[src/rtl/arb_pkg.sv]
package arb_pkg;
  function automatic int unsigned wrap_next(input int unsigned idx, input int unsigned n);
    return (idx + 1 >= n) ? 0 : idx + 1;
  endfunction
endpackage

[src/rtl/bus_phase_tracker.sv]
module bus_phase_tracker (
  input  logic clk_i,
  input  logic rst_ni,
  input  logic frame_ni,
  input  logic irdy_ni,
  output logic txn_start_o
);
  logic frame_q, irdy_q, idle_prev_q;

  // strobes land in flops first; arbitration sees only registered copies
  always_ff @(posedge clk_i or negedge rst_ni) begin
    if (!rst_ni) begin
      frame_q     <= 1'b1;
      irdy_q      <= 1'b1;
      idle_prev_q <= 1'b1;
    end else begin
      frame_q     <= frame_ni;
      irdy_q      <= irdy_ni;
      idle_prev_q <= frame_q & irdy_q;
    end
  end

  assign txn_start_o = idle_prev_q & ~frame_q;

  p_busy_irdy_r3: assert property (@(posedge clk_i) disable iff (!rst_ni)
    !irdy_q |=> !txn_start_o);
endmodule

[src/rtl/rr_select.sv]
module rr_select #(
  parameter int unsigned N = 4,
  parameter int unsigned W = 2
) (
  input  logic [N-1:0] req_i,
  input  logic [W-1:0] ptr_i,
  output logic         any_o,
  output logic [W-1:0] idx_o
);
  always_comb begin
    int unsigned s;
    any_o = |req_i;
    idx_o = '0;
    // walk offsets high to low so the nearest request wins
    for (int off = N - 1; off >= 0; off--) begin
      s = int'(ptr_i) + off;
      if (s >= N) s = s - N;
      if (req_i[s]) idx_o = W'(s);
    end
  end
endmodule

[src/rtl/rr_bus_arbiter.sv]
module rr_bus_arbiter #(
  parameter int unsigned AGENTS = 4
) (
  input  logic              clk_i,
  input  logic              rst_ni,
  input  logic [AGENTS-1:0] req_ni,
  input  logic              frame_ni,
  input  logic              irdy_ni,
  output logic [AGENTS-1:0] gnt_no
);
  import arb_pkg::*;
  localparam int unsigned IDXW = (AGENTS > 1) ? $clog2(AGENTS) : 1;

  logic [AGENTS-1:0] req_act, gnt_nq;
  logic [IDXW-1:0]   ptr_q, owner_q, gnt_idx_q, pick_idx, next_idx;
  logic              pick_any, txn_start;

  assign req_act = ~req_ni;

  bus_phase_tracker u_phase (
    .clk_i       (clk_i),
    .rst_ni      (rst_ni),
    .frame_ni    (frame_ni),
    .irdy_ni     (irdy_ni),
    .txn_start_o (txn_start)
  );

  rr_select #(.N(AGENTS), .W(IDXW)) u_sel (
    .req_i (req_act),
    .ptr_i (ptr_q),
    .any_o (pick_any),
    .idx_o (pick_idx)
  );

  // park on current holder when nobody asks
  assign next_idx = pick_any ? pick_idx : gnt_idx_q;

  always_ff @(posedge clk_i or negedge rst_ni) begin
    if (!rst_ni) begin
      ptr_q     <= '0;
      owner_q   <= '0;
      gnt_idx_q <= '0;
      gnt_nq    <= '1;
    end else begin
      owner_q   <= gnt_idx_q;  // holder seen by agents when strobes were sampled
      gnt_idx_q <= next_idx;
      gnt_nq    <= ~(AGENTS'(1) << next_idx);
      if (txn_start) ptr_q <= IDXW'(wrap_next(int'(owner_q), AGENTS));
    end
  end

  assign gnt_no = gnt_nq;

  p_one_grant_r1: assert property (@(posedge clk_i) disable iff (!rst_ni)
    $onehot0(~gnt_no));

  p_hold_r4: assert property (@(posedge clk_i) disable iff (!rst_ni)
    (req_ni == $past(req_ni) && ptr_q == $past(ptr_q) && gnt_no != '1) |=> $stable(gnt_no));

  p_to_requester_r5: assert property (@(posedge clk_i) disable iff (!rst_ni)
    (req_ni != '1) |=> ((~gnt_no & ~$past(req_ni)) != '0));

  p_park_r7: assert property (@(posedge clk_i) disable iff (!rst_ni)
    (req_ni == '1 && gnt_no != '1) |=> $stable(gnt_no));

  p_handoff_r8: assert property (@(posedge clk_i) disable iff (!rst_ni)
    !$stable(gnt_no) |-> ($countones(gnt_no ^ $past(gnt_no)) <= 2));
endmodule

[config.mk]
export PLATFORM = sky130hd
export DESIGN_NAME = rr_bus_arbiter
export DESIGN_NICKNAME = d
export VERILOG_FILES = /design/src/rtl/arb_pkg.sv /design/src/rtl/bus_phase_tracker.sv /design/src/rtl/rr_select.sv /design/src/rtl/rr_bus_arbiter.sv
export SDC_FILE = /design/constraint.sdc
export NUM_CORES = 1
export LEC_CHECK = 0
export ABC_AREA = 1
export ABC_CLOCK_PERIOD_IN_PS = 4200
export CAP_MARGIN = 0
export CORE_AREA = 2 2 39 41
export CTS_CLUSTER_DIAMETER = 50
export DETAILED_ROUTE_END_ITERATION = 7
export DIE_AREA = 0 0 41 43
export GPL_TIMING_DRIVEN = 0
export PLACE_DENSITY = 0.78
export SLEW_MARGIN = 25
export SYNTH_ARGS = -nofsm -noshare
export SYNTH_HDL_FRONTEND = slang
export SYNTH_SLANG_ARGS = --single-unit
[constraint.sdc]
create_clock -name clk_i -period 4.2 [get_ports clk_i]
set_clock_uncertainty 0.15 [all_clocks]
set_input_delay 0.84 -clock clk_i [delete_from_list [all_inputs] [get_ports clk_i]]
set_output_delay 0.84 -clock clk_i [all_outputs]
set_load 0.02 [all_outputs]
Word-level counts from Yosys, hierarchy flattened
Index checks and enable logic that the tools add are counted.

storage, ports and cells
  flip-flop bits (word level) = 13
  bits of input ports = 8
  output and inout bits = 4
  word-level logic and storage cells = 49

operators by class
  add/sub/neg operators = 8
  $lt $le $gt $ge = 9
  shift-type cells = 1
  mux-type cells = 18
  bitwise gates (word level) = 5
  reductions and logical operators = 1

operator list
  operator                                                                               count
  32-bit by 3-bit less-than comparator with 1-bit output (second input constant)         4
  32-bit 2-to-1 mux                                                                      4
  32-bit by 3-bit greater-or-equal comparator with 1-bit output (second input constant)  3
  32-bit by 3-bit subtractor with 32-bit output (second input constant)                  3
  2-bit 2-to-1 mux                                                                       6
  1-bit binary-select mux with 2-bit select                                              4
  4-bit inverter                                                                         2
  2-bit by 1-bit adder with 3-bit output (second input constant)                         2
  2-bit by 2-bit adder with 3-bit output (second input constant)                         2
  1-bit 2-to-1 mux                                                                       4
  4-bit OR reduction                                                                     1
  1-bit by 2-bit left shift with 4-bit output (first input constant)                     1
  2-bit by 3-bit subtractor with 4-bit output (second input constant)                    1
  2-bit by 3-bit greater-or-equal comparator with 1-bit output (second input constant)   1
  3-bit greater-or-equal comparator (second input constant)                              1
  1-bit AND                                                                              2
  1-bit inverter                                                                         1

Depth between registers and ports, before layout
Gate-level depths: netlist of run 1.

  depth in word-level cells = 12
  gate-level depth with buffers = 11
  depth with buffers taken out = 10

Hierarchy
Synthesis of run 1 repeated with hierarchy kept, for this count alone.

second synthesis, totals
  cell total of the unflattened synthesis = 97
  area, all modules = 679.4 um2

by module, submodules not included
  module             times used  cells an instance  area an instance (um2)  seq. area each (um2)
  rr_bus_arbiter     1           44                 396.6                   255.2
  rr_select          1           46                 188.9                   0.0
  bus_phase_tracker  1           7                  93.8                    78.8

Worst setup path before layout of run 1
No wires, ideal clock.

  path kind = input -> register
  start point = in req_ni[3]
  end point = reg gnt_nq[2], in the netlist gnt_no[2]
  setup time = 0.084 ns
  data arrival time = 1.426 ns
  required time = 3.966 ns
  slack = 2.541 ns
  stages = 10
  buffers on the path = 0
  cells stage by stage = inv_1 nand2_2 nand2_2 nand3_1 nand2_1 nand2_1 nand2_1 nand2_1 nand2_2 nand3_1

on the way
  longest elaborated chain between the ends = 10
  elaborated cells between the ends (all ways) = 17
  those cells by class = shift (1); mux (13); bitwise (2); reduce/logical (1)

ends and longest elaborated chain
  what                                           line                  text
  from (decl)                                    rr_bus_arbiter.sv:6   input logic [AGENTS-1:0] req_ni,
  4-bit inverter *                               rr_bus_arbiter.sv:18  assign req_act = ~req_ni;
  1-bit binary-select mux with 2-bit select      rr_select.sv:18       if (req_i[s]) idx_o = W'(s);
  1-bit 2-to-1 mux (not written as such)         rr_select.sv:18
  2-bit 2-to-1 mux (4 in a row)                  rr_select.sv:18
  2-bit 2-to-1 mux *                             rr_bus_arbiter.sv:36  assign next_idx = pick_any ? pick_idx : gnt_idx_q;
  named net next_idx[1]                          rr_bus_arbiter.sv:15  logic [IDXW-1:0] ptr_q, owner_q, gnt_idx_q, pick_idx, next_idx;
  1-bit by 2-bit left shift with 4-bit output *  rr_bus_arbiter.sv:47  gnt_nq <= ~(AGENTS'(1) << next_idx);
  4-bit inverter *                               rr_bus_arbiter.sv:47
  to (signal assigned)                           rr_bus_arbiter.sv:47
  to (decl)                                      rr_bus_arbiter.sv:14  logic [AGENTS-1:0] req_act, gnt_nq;

The timed path passes the listed nets; every way through them passes the cells marked *. The select of a mux whose other input is x is not followed.
A chain may end at the register's enable or synchronous reset.

Final worst setup path of run 1
  start point = reg gnt_nq[0], in the netlist gnt_no[0]
  end point = out gnt_no[0]

RTL lines
  what       line                 text
  to (decl)  rr_bus_arbiter.sv:9  output logic [AGENTS-1:0] gnt_no

No word-level cell between the ends.

==> flow_summary_export.csv, run 1 <==
group,metric,value,unit
sta,timing.fmax,422.4,MHz
routing,wl_per_cell,10.98,microns
setup_path,slowest_stage,"clkdlybuf4s50_1",
sta,period_needed,2368,ps
clock_tree,cts_made_buffers,3,
clock_tree,cts_resized,0,
floorplanning,start_util,49.28,%
global_routing,grt_usage,16.51,%
power_and_ir_drop,internal_power,337.4,uW
logic_synthesis,syn_inst,82,
place,place_hpwl,996.1,microns
clock_tree,holdBufCountCts,0,
power_and_ir_drop,swShare,41.80,%
global_routing,grt_antenna_before_repair,0,
setup_path,path_buf_inv,1,
final_layout,final.fill_count,134,
place,place_area,812.0,sq um
power_and_ir_drop,total_power,579.7,uW
logic_synthesis,avgSynthCellArea,8.316,sq um
global_routing,grt-busiest-layer,"met2",
setup_path,crit_fanout,1,
power_and_ir_drop,power_density,691.5,mW/mm^2
place,place.gp.congestion,0.8554,
sta,period_share,56.37,%
final_layout,n_antenna_cell,0,
power_and_ir_drop,p_sw,242.3,uW
sta,relSlewSlack,63.88,%
floorplanning,die_w,41,microns
sta,tightestPinTransition,540.2,ps
global_routing,grtUsageMet1,14.86,%
setup_path,cp_slowest_stage_delay,590,ps
clock_tree,cts_tree,"done",
setup_path,ff2ff_setup_slack,2750,ps
run_status,status,"complete, no violations",
routing,viasPerCell,4.929,
min_path,worstHoldEndpoint,"owner_q[1]$_DFF_PN0_",
routing,drt_iter0_markers,7,
logic_synthesis,ys_types,18,
min_path,min_path_type,"flop to flop",
clock_tree,cts_buffer_depth,2,
clock_tree,clkSlewWorstSetupHoldPaths,80,ps
routing,num_vias,557,
setup_path,timing.rr.start,"ptr_q[0]$_DFFE_PN0P_",
power_and_ir_drop,seq_power_share,34.9,%
sta,slew_viol_final,0,
setup_path,cp_data_arrival_time,1380,ps
floorplanning,rows,14,
routing,drc,0,
logic_synthesis,syn_area,681.9,sq um
min_path,hold_depth,0,
floorplanning,die_h,43,microns
logic_synthesis,synth_nets,91,
logic_synthesis,yosysWarningCount,0,
global_routing,gr-usage-met2,28.75,%
clock_tree,cts.sinks,13,
setup_path,reg2reg_to,"gnt_no[2]$_DFF_PN1_",
final_layout,syn2layout_area_growth,22.94,%
global_routing,use_met3,6.283,%
routing,drtPass1Iterations,4,
sta,rsz0062_at_grt,"false",
clock_tree,clkLatencyLatePin,280,ps
power_and_ir_drop,vdd_drop_max,0.3326,mV
min_path,hp-start,"gnt_idx_q[1]$_DFF_PN0_",
run,maxCapViolCount,0,
floorplanning,num_io_pins,12,
clock_tree,root_buffer,"clkbuf_4",
setup_path,worstSetupStartpointType,"flop",
power_and_ir_drop,combPwrFrac,52.0,%
setup_path,worstSetupPathType,"flop to output port",
power_and_ir_drop,p_leak,0.0004369,uW
final_layout,stdcell_area,838.3,sq um
sta,setup_viol,0,
routing,totalWireLength,1.241,mm
floorplanning,die_area,0.001763,sq mm
floorplanning,core,0.001384,sq mm
final_layout,nNetsFinal,107,
setup_path,cp_top_family,"buffers and inverters",
global_routing,grt_pass1_vias,533,
setup_path,cp_data_required_time,3210,ps
routing,route.antenna.remaining_nets,0,
global_routing,grt_overflow,0,
clock_tree,h-tree-depth,1,
setup_path,cp-end-kind,"output port",
global_routing,grt_pass1_wl,1.918,mm
logic_synthesis,seq_area_frac_synth,48.99,%
sta,fin_tns_setup,0,ps
setup_path,ff2ff_path_depth,11,
sta,hold_viol,0,
clock_tree,post_cts_buffers,0,
global_routing,grt_max_degree,14,
power_and_ir_drop,clkPwrFrac,13.2,%
setup_path,cp_cell_sequence,"clkdlybuf4s50_1",
final_layout,drive_gt1_share,25.77,%
logic_synthesis,ys_seq_elements,13,
place,io_buffer_count,11,
## layer usage
layer / routed length [microns] / vias up
met5: 0 / -
met1: 484 / 258
met4: 0 / 0
li1: - / 283
met3: 49 / 0
met2: 707 / 16
## synthesized netlist by cell type
library cell	instances	share of area (%)
dfstp_2	7	27
o21a_1	1	1.1
nand2_1	29	16
nand2_4	1	1.7
ha_1	1	1.8
inv_2	1	0.55
o21ai_0	3	2.2
nor2_1	2	1.1
o21ai_1	1	0.73
buf_6	1	1.7
a21oi_2	1	1.3
nand2_2	7	6.4
inv_1	10	5.5
nand3_1	6	4.4
nand4_1	1	0.92
dfrtp_1	6	22
inv_6	1	1.3
nand3_2	3	4.4
## power groups by stage
stage	registers [uW]	logic, uW	clock network (uW)
finish	202	301	76.3
global placement	204	293	0
global route	207	333	84.2
detailed placement	206	304	0
floorplan	221	207	0
CTS	203	304	78.4
## cell type report
class	count	area, sq um	area share [%]
clock buffers	4	26.28	3.134
plain buffers	1	11.26	1.343
flip-flops and latches	13	334.1	39.85
well taps	16	20.02	2.388
multi-input cells	56	286.5	34.18
inverters	12	50.05	5.970
repair buffers	11	110.1	13.13
## per-stage QoR
| step | worst slack (ps) | std cells | hold WS, ps | util (%) |
|---|---|---|---|---|
| after global routing | 1791 | 113 | 241.5 | 60.58 |
| after floorplan | 2541 | 82 | 204.0 | - |
| final | 1832 | 113 | 229.3 | 60.58 |
| after CTS | 1812 | 113 | 235.5 | 60.58 |
| after detailed placement | 1850 | 109 | 218.2 | 58.68 |
| after global placement | 1896 | 109 | 216.0 | 58.68 |
## placed cells by master, fill, tap and decap left out
master / instances
a21oi_2: 1
buf_6: 1
clkbuf_1: 1
clkbuf_4: 3
clkdlybuf4s50_1: 11
dfrtp_1: 6
dfstp_2: 7
ha_1: 1
inv_1: 10
inv_2: 1
inv_6: 1
nand2_1: 29
nand2_2: 7
nand2_4: 1
nand3_1: 6
nand3_2: 3
nand4_1: 1
nor2_1: 2
o21a_1: 1
o21ai_0: 3
o21ai_1: 1
## how the worst max path moves through the flow
stage / from / to / cells after the start
finish: gnt_no[0]$_DFF_PN1_ / gnt_no[0] / 1
global route: gnt_no[1]$_DFF_PN1_ / gnt_no[1] / 1
CTS: gnt_no[0]$_DFF_PN1_ / gnt_no[0] / 1
detailed placement: req_ni[2] / gnt_no[0]$_DFF_PN1_ / 9
global placement: req_ni[2] / gnt_no[0]$_DFF_PN1_ / 9
floorplan: req_ni[3] / gnt_no[2]$_DFF_PN1_ / 10
## logic make-up after synthesis
| kind of cell | after synthesis | synth area share (%) |
|---|---|---|
| buffers and inverters | 13 | 8.991 |
| adder cells (fa/ha/maj) | 1 | 1.835 |
| flip-flops | 13 | 48.99 |
| AND/OR/NAND/NOR | 49 | 34.86 |
| AO/OA/AOI/OAI | 6 | 5.320 |
## flip-flops by register name, summed over array words and instances (netlist names)
signal               cells
gnt_no                   4
u_phase.irdy_q           1
gnt_idx_q                2
u_phase.frame_q          1
u_phase.idle_prev_q      1
ptr_q                    2
owner_q                  2
Note: power is estimated with default switching activity, not from simulation.
==> run 2: changes to the inputs <==
- ABC_CLOCK_PERIOD_IN_PS: 4200 -> 2400
- CORE_AREA: 2 2 39 41 -> default
- CORE_MARGIN: default -> 1
- CORE_UTILIZATION: default -> 49
- DIE_AREA: 0 0 41 43 -> default
- PLACE_DENSITY: 0.78 -> 0.75
- clock period: 4.2 -> 2.4 ns (I/O delays scaled with it)
==> run 2 against run 1 <==
Net effect:
- the flow now finishes with violations (design-rule violations)
- sequential share of layout area grew 0.060 points
- sequential power grew 76%
- final cell count shrank 0.88%
- clock power grew 68%
- non-clock buffer count is the same
- utilization grew 3.7 points
- first-iteration DRC count is the same
- count of clock-buffer cells in the layout is the same
- final area shrank 0.15%
- via count shrank 3.9%
- critical path type unchanged
- largest cell class unchanged
==> flow_summary_export.csv, run 2 (synthesis gave the netlist of run 1 again) <==
group,metric,value,unit
run_status,status,"finished, violations left",
run_status,violations,"design-rule violations",
final_layout,most-common-layout-cells,"nand2_1, clkdlybuf4s50_1, inv_1",
setup_path,cp-endpoint,"gnt_no[1]",
clock_tree,clkSlewWorstSetupHoldPaths,70,ps
clock_tree,cts_resized,0,
sta,relSlewSlack,62.61,%
setup_path,worstSetupStartpointType,"flop",
floorplanning,start_util,52.40,%
place,dp_cells,108,
floorplanning,core,0.001301,sq mm
setup_path,critPathLaunch,"gnt_no[1]$_DFF_PN1_",
power_and_ir_drop,p_sw,414.5,uW
clock_tree,holdBufCountCts,0,
place,pre_cts_ws,407.7,ps
clock_tree,clkLatencyLatePin,270,ps
routing,num_vias,535,
final_layout,final_cells,112,
final_layout,nNetsFinal,107,
setup_path,cp_cell_sequence,"clkdlybuf4s50_1",
power_and_ir_drop,swShare,41.25,%
clock_tree,cts_made_buffers,3,
sta,rsz0062_at_grt,"false",
clock_tree,cts.sinks,13,
place,place.gp.congestion,0.8612,
power_and_ir_drop,power_density,1200,mW/mm^2
global_routing,gr-usage-met2,30.42,%
sta,fin_tns_setup,0,ps
floorplanning,num_io_pins,12,
clock_tree,post_cts_buffers,0,
setup_path,cp-end-kind,"output port",
setup_path,cp_data_arrival_time,1370,ps
final_layout,final.fill_count,128,
clock_tree,cts_tree,"done",
routing,route.antenna.remaining_nets,0,
sta,slew_viol_final,0,
floorplanning,die_h,39.31,microns
setup_path,ff2ff_setup_slack,940,ps
final_layout,drive_gt1_share,25.77,%
final_layout,syn2layout_area_growth,22.75,%
global_routing,grt-busiest-layer,"met2",
global_routing,grtUsageMet1,24.01,%
routing,totalWireLength,1.131,mm
final_layout,largest_reg_flops,4,
global_routing,grt_max_degree,14,
power_and_ir_drop,p_leak,0.0004369,uW
setup_path,ff2ff_path_depth,11,
clock_tree,root_buffer,"clkbuf_4",
global_routing,grt_antenna_before_repair,0,
setup_path,path_depth,1,
place,io_buffer_count,11,
global_routing,grt_usage,19.37,%
floorplanning,die_area,0.001545,sq mm
routing,drt_iter0_markers,7,
setup_path,cp_data_required_time,1770,ps
sta,timing.fmax,499.6,MHz
sta,hold_viol,0,
routing,drc,2,
sta,worst_slack,398.2,ps
sta,period_needed,2002,ps
global_routing,grt_overflow,0,
final_layout,final_common_cell,"nand2_1",
clock_tree,h-tree-depth,1,
setup_path,timing.rr.start,"ptr_q[0]$_DFFE_PN0P_",
power_and_ir_drop,seq_power_share,35.3,%
global_routing,grt_pass1_wl,1.918,mm
final_layout,stdcell_area,837.1,sq um
setup_path,cp_slowest_stage_delay,590,ps
min_path,min_path_type,"flop to flop",
run,maxCapViolCount,0,
setup_path,cp_top_family,"buffers and inverters",
sta,period_share,83.41,%
sta,setup_viol,0,
power_and_ir_drop,vdd_drop_max,0.6077,mV
setup_path,slowest_stage,"clkdlybuf4s50_1",
floorplanning,die_w,39.31,microns
floorplanning,rows,13,
power_and_ir_drop,combPwrFrac,51.9,%
place,place_area,810.8,sq um
sta,tightestPinTransition,559.1,ps
clock_tree,cts_buffer_depth,2,
routing,viasPerCell,4.777,
setup_path,crit_fanout,1,
final_layout,n_antenna_cell,0,
routing,drtPass1Iterations,6,
setup_path,path_buf_inv,1,
setup_path,reg2reg_to,"gnt_no[2]$_DFF_PN1_",
routing,wl_per_cell,10.10,microns
place,place_hpwl,899.9,microns
setup_path,worstSetupPathType,"flop to output port",
power_and_ir_drop,internal_power,590.3,uW
power_and_ir_drop,clkPwrFrac,12.8,%
global_routing,grt_pass1_vias,467,
global_routing,use_met3,8.523,%
==> run 2: cell counts in the layout (fill, tap and decap cells not counted) <==
No cell type changed its count.
==> run 2: per-stage QoR <==
step                      util [%]  hold WS (ps)  total power, uW
after floorplan                  -         34.41            749.1
after global placement       62.31         218.7            869.3
after detailed placement     62.31         220.9            886.8
after CTS                    64.33         233.9             1019
after global routing         64.33         244.3             1109
final                        64.33         233.7             1005
==> run 2: how the worst min path moves through the flow <==
| stage | startpoint | to | cells after the start |
|---|---|---|---|
| final | gnt_idx_q[1]$_DFF_PN0_ | owner_q[1]$_DFF_PN0_ | 0 |
| after detailed placement | gnt_idx_q[1]$_DFF_PN0_ | owner_q[1]$_DFF_PN0_ | 0 |
| after global placement | gnt_idx_q[0]$_DFF_PN0_ | owner_q[0]$_DFF_PN0_ | 0 |
| after floorplan | rst_ni | gnt_idx_q[0]$_DFF_PN0_ | 0 |
| after global routing | gnt_idx_q[1]$_DFF_PN0_ | owner_q[1]$_DFF_PN0_ | 0 |
| after CTS | gnt_idx_q[1]$_DFF_PN0_ | owner_q[1]$_DFF_PN0_ | 0 |
==> run 2: cell type report <==
class	instances	area (sq um)	area share (%)
Sequential cell	13	334.1	39.91
Multi-Input combinational cell	56	286.5	34.23
Timing Repair Buffer	11	110.1	13.15
Inverter	12	50.05	5.979
Clock buffer	4	26.28	3.139
Tap cell	15	18.77	2.242
Buffer	1	11.26	1.345
==> run 2: per-layer routing <==
metal | up-vias | wire (microns)
met2 | 8 | 564
met5 | - | 0
li1 | 285 | -
met4 | 0 | 11
met1 | 240 | 517
met3 | 2 | 37
==> run 2: power by group through the flow <==
stage	logic, uW	registers [uW]	clock network, uW
floorplan	362	387	0
global placement	511	358	0
detailed placement	526	360	0
CTS	528	356	135
global route	601	363	145
finish	522	355	128
==> run 2: worst reg2reg max path, stage by stage (launching register included) <==
cell and delay (ps):
dfrtp_1 380, buf_6 140, inv_6 90, nand2_2 50, nand2_2 70, nand3_1 80, nand2_1 60, nand2_1 50
nand2_1 100, nand2_1 70, nand2_2 70, nand3_1 80
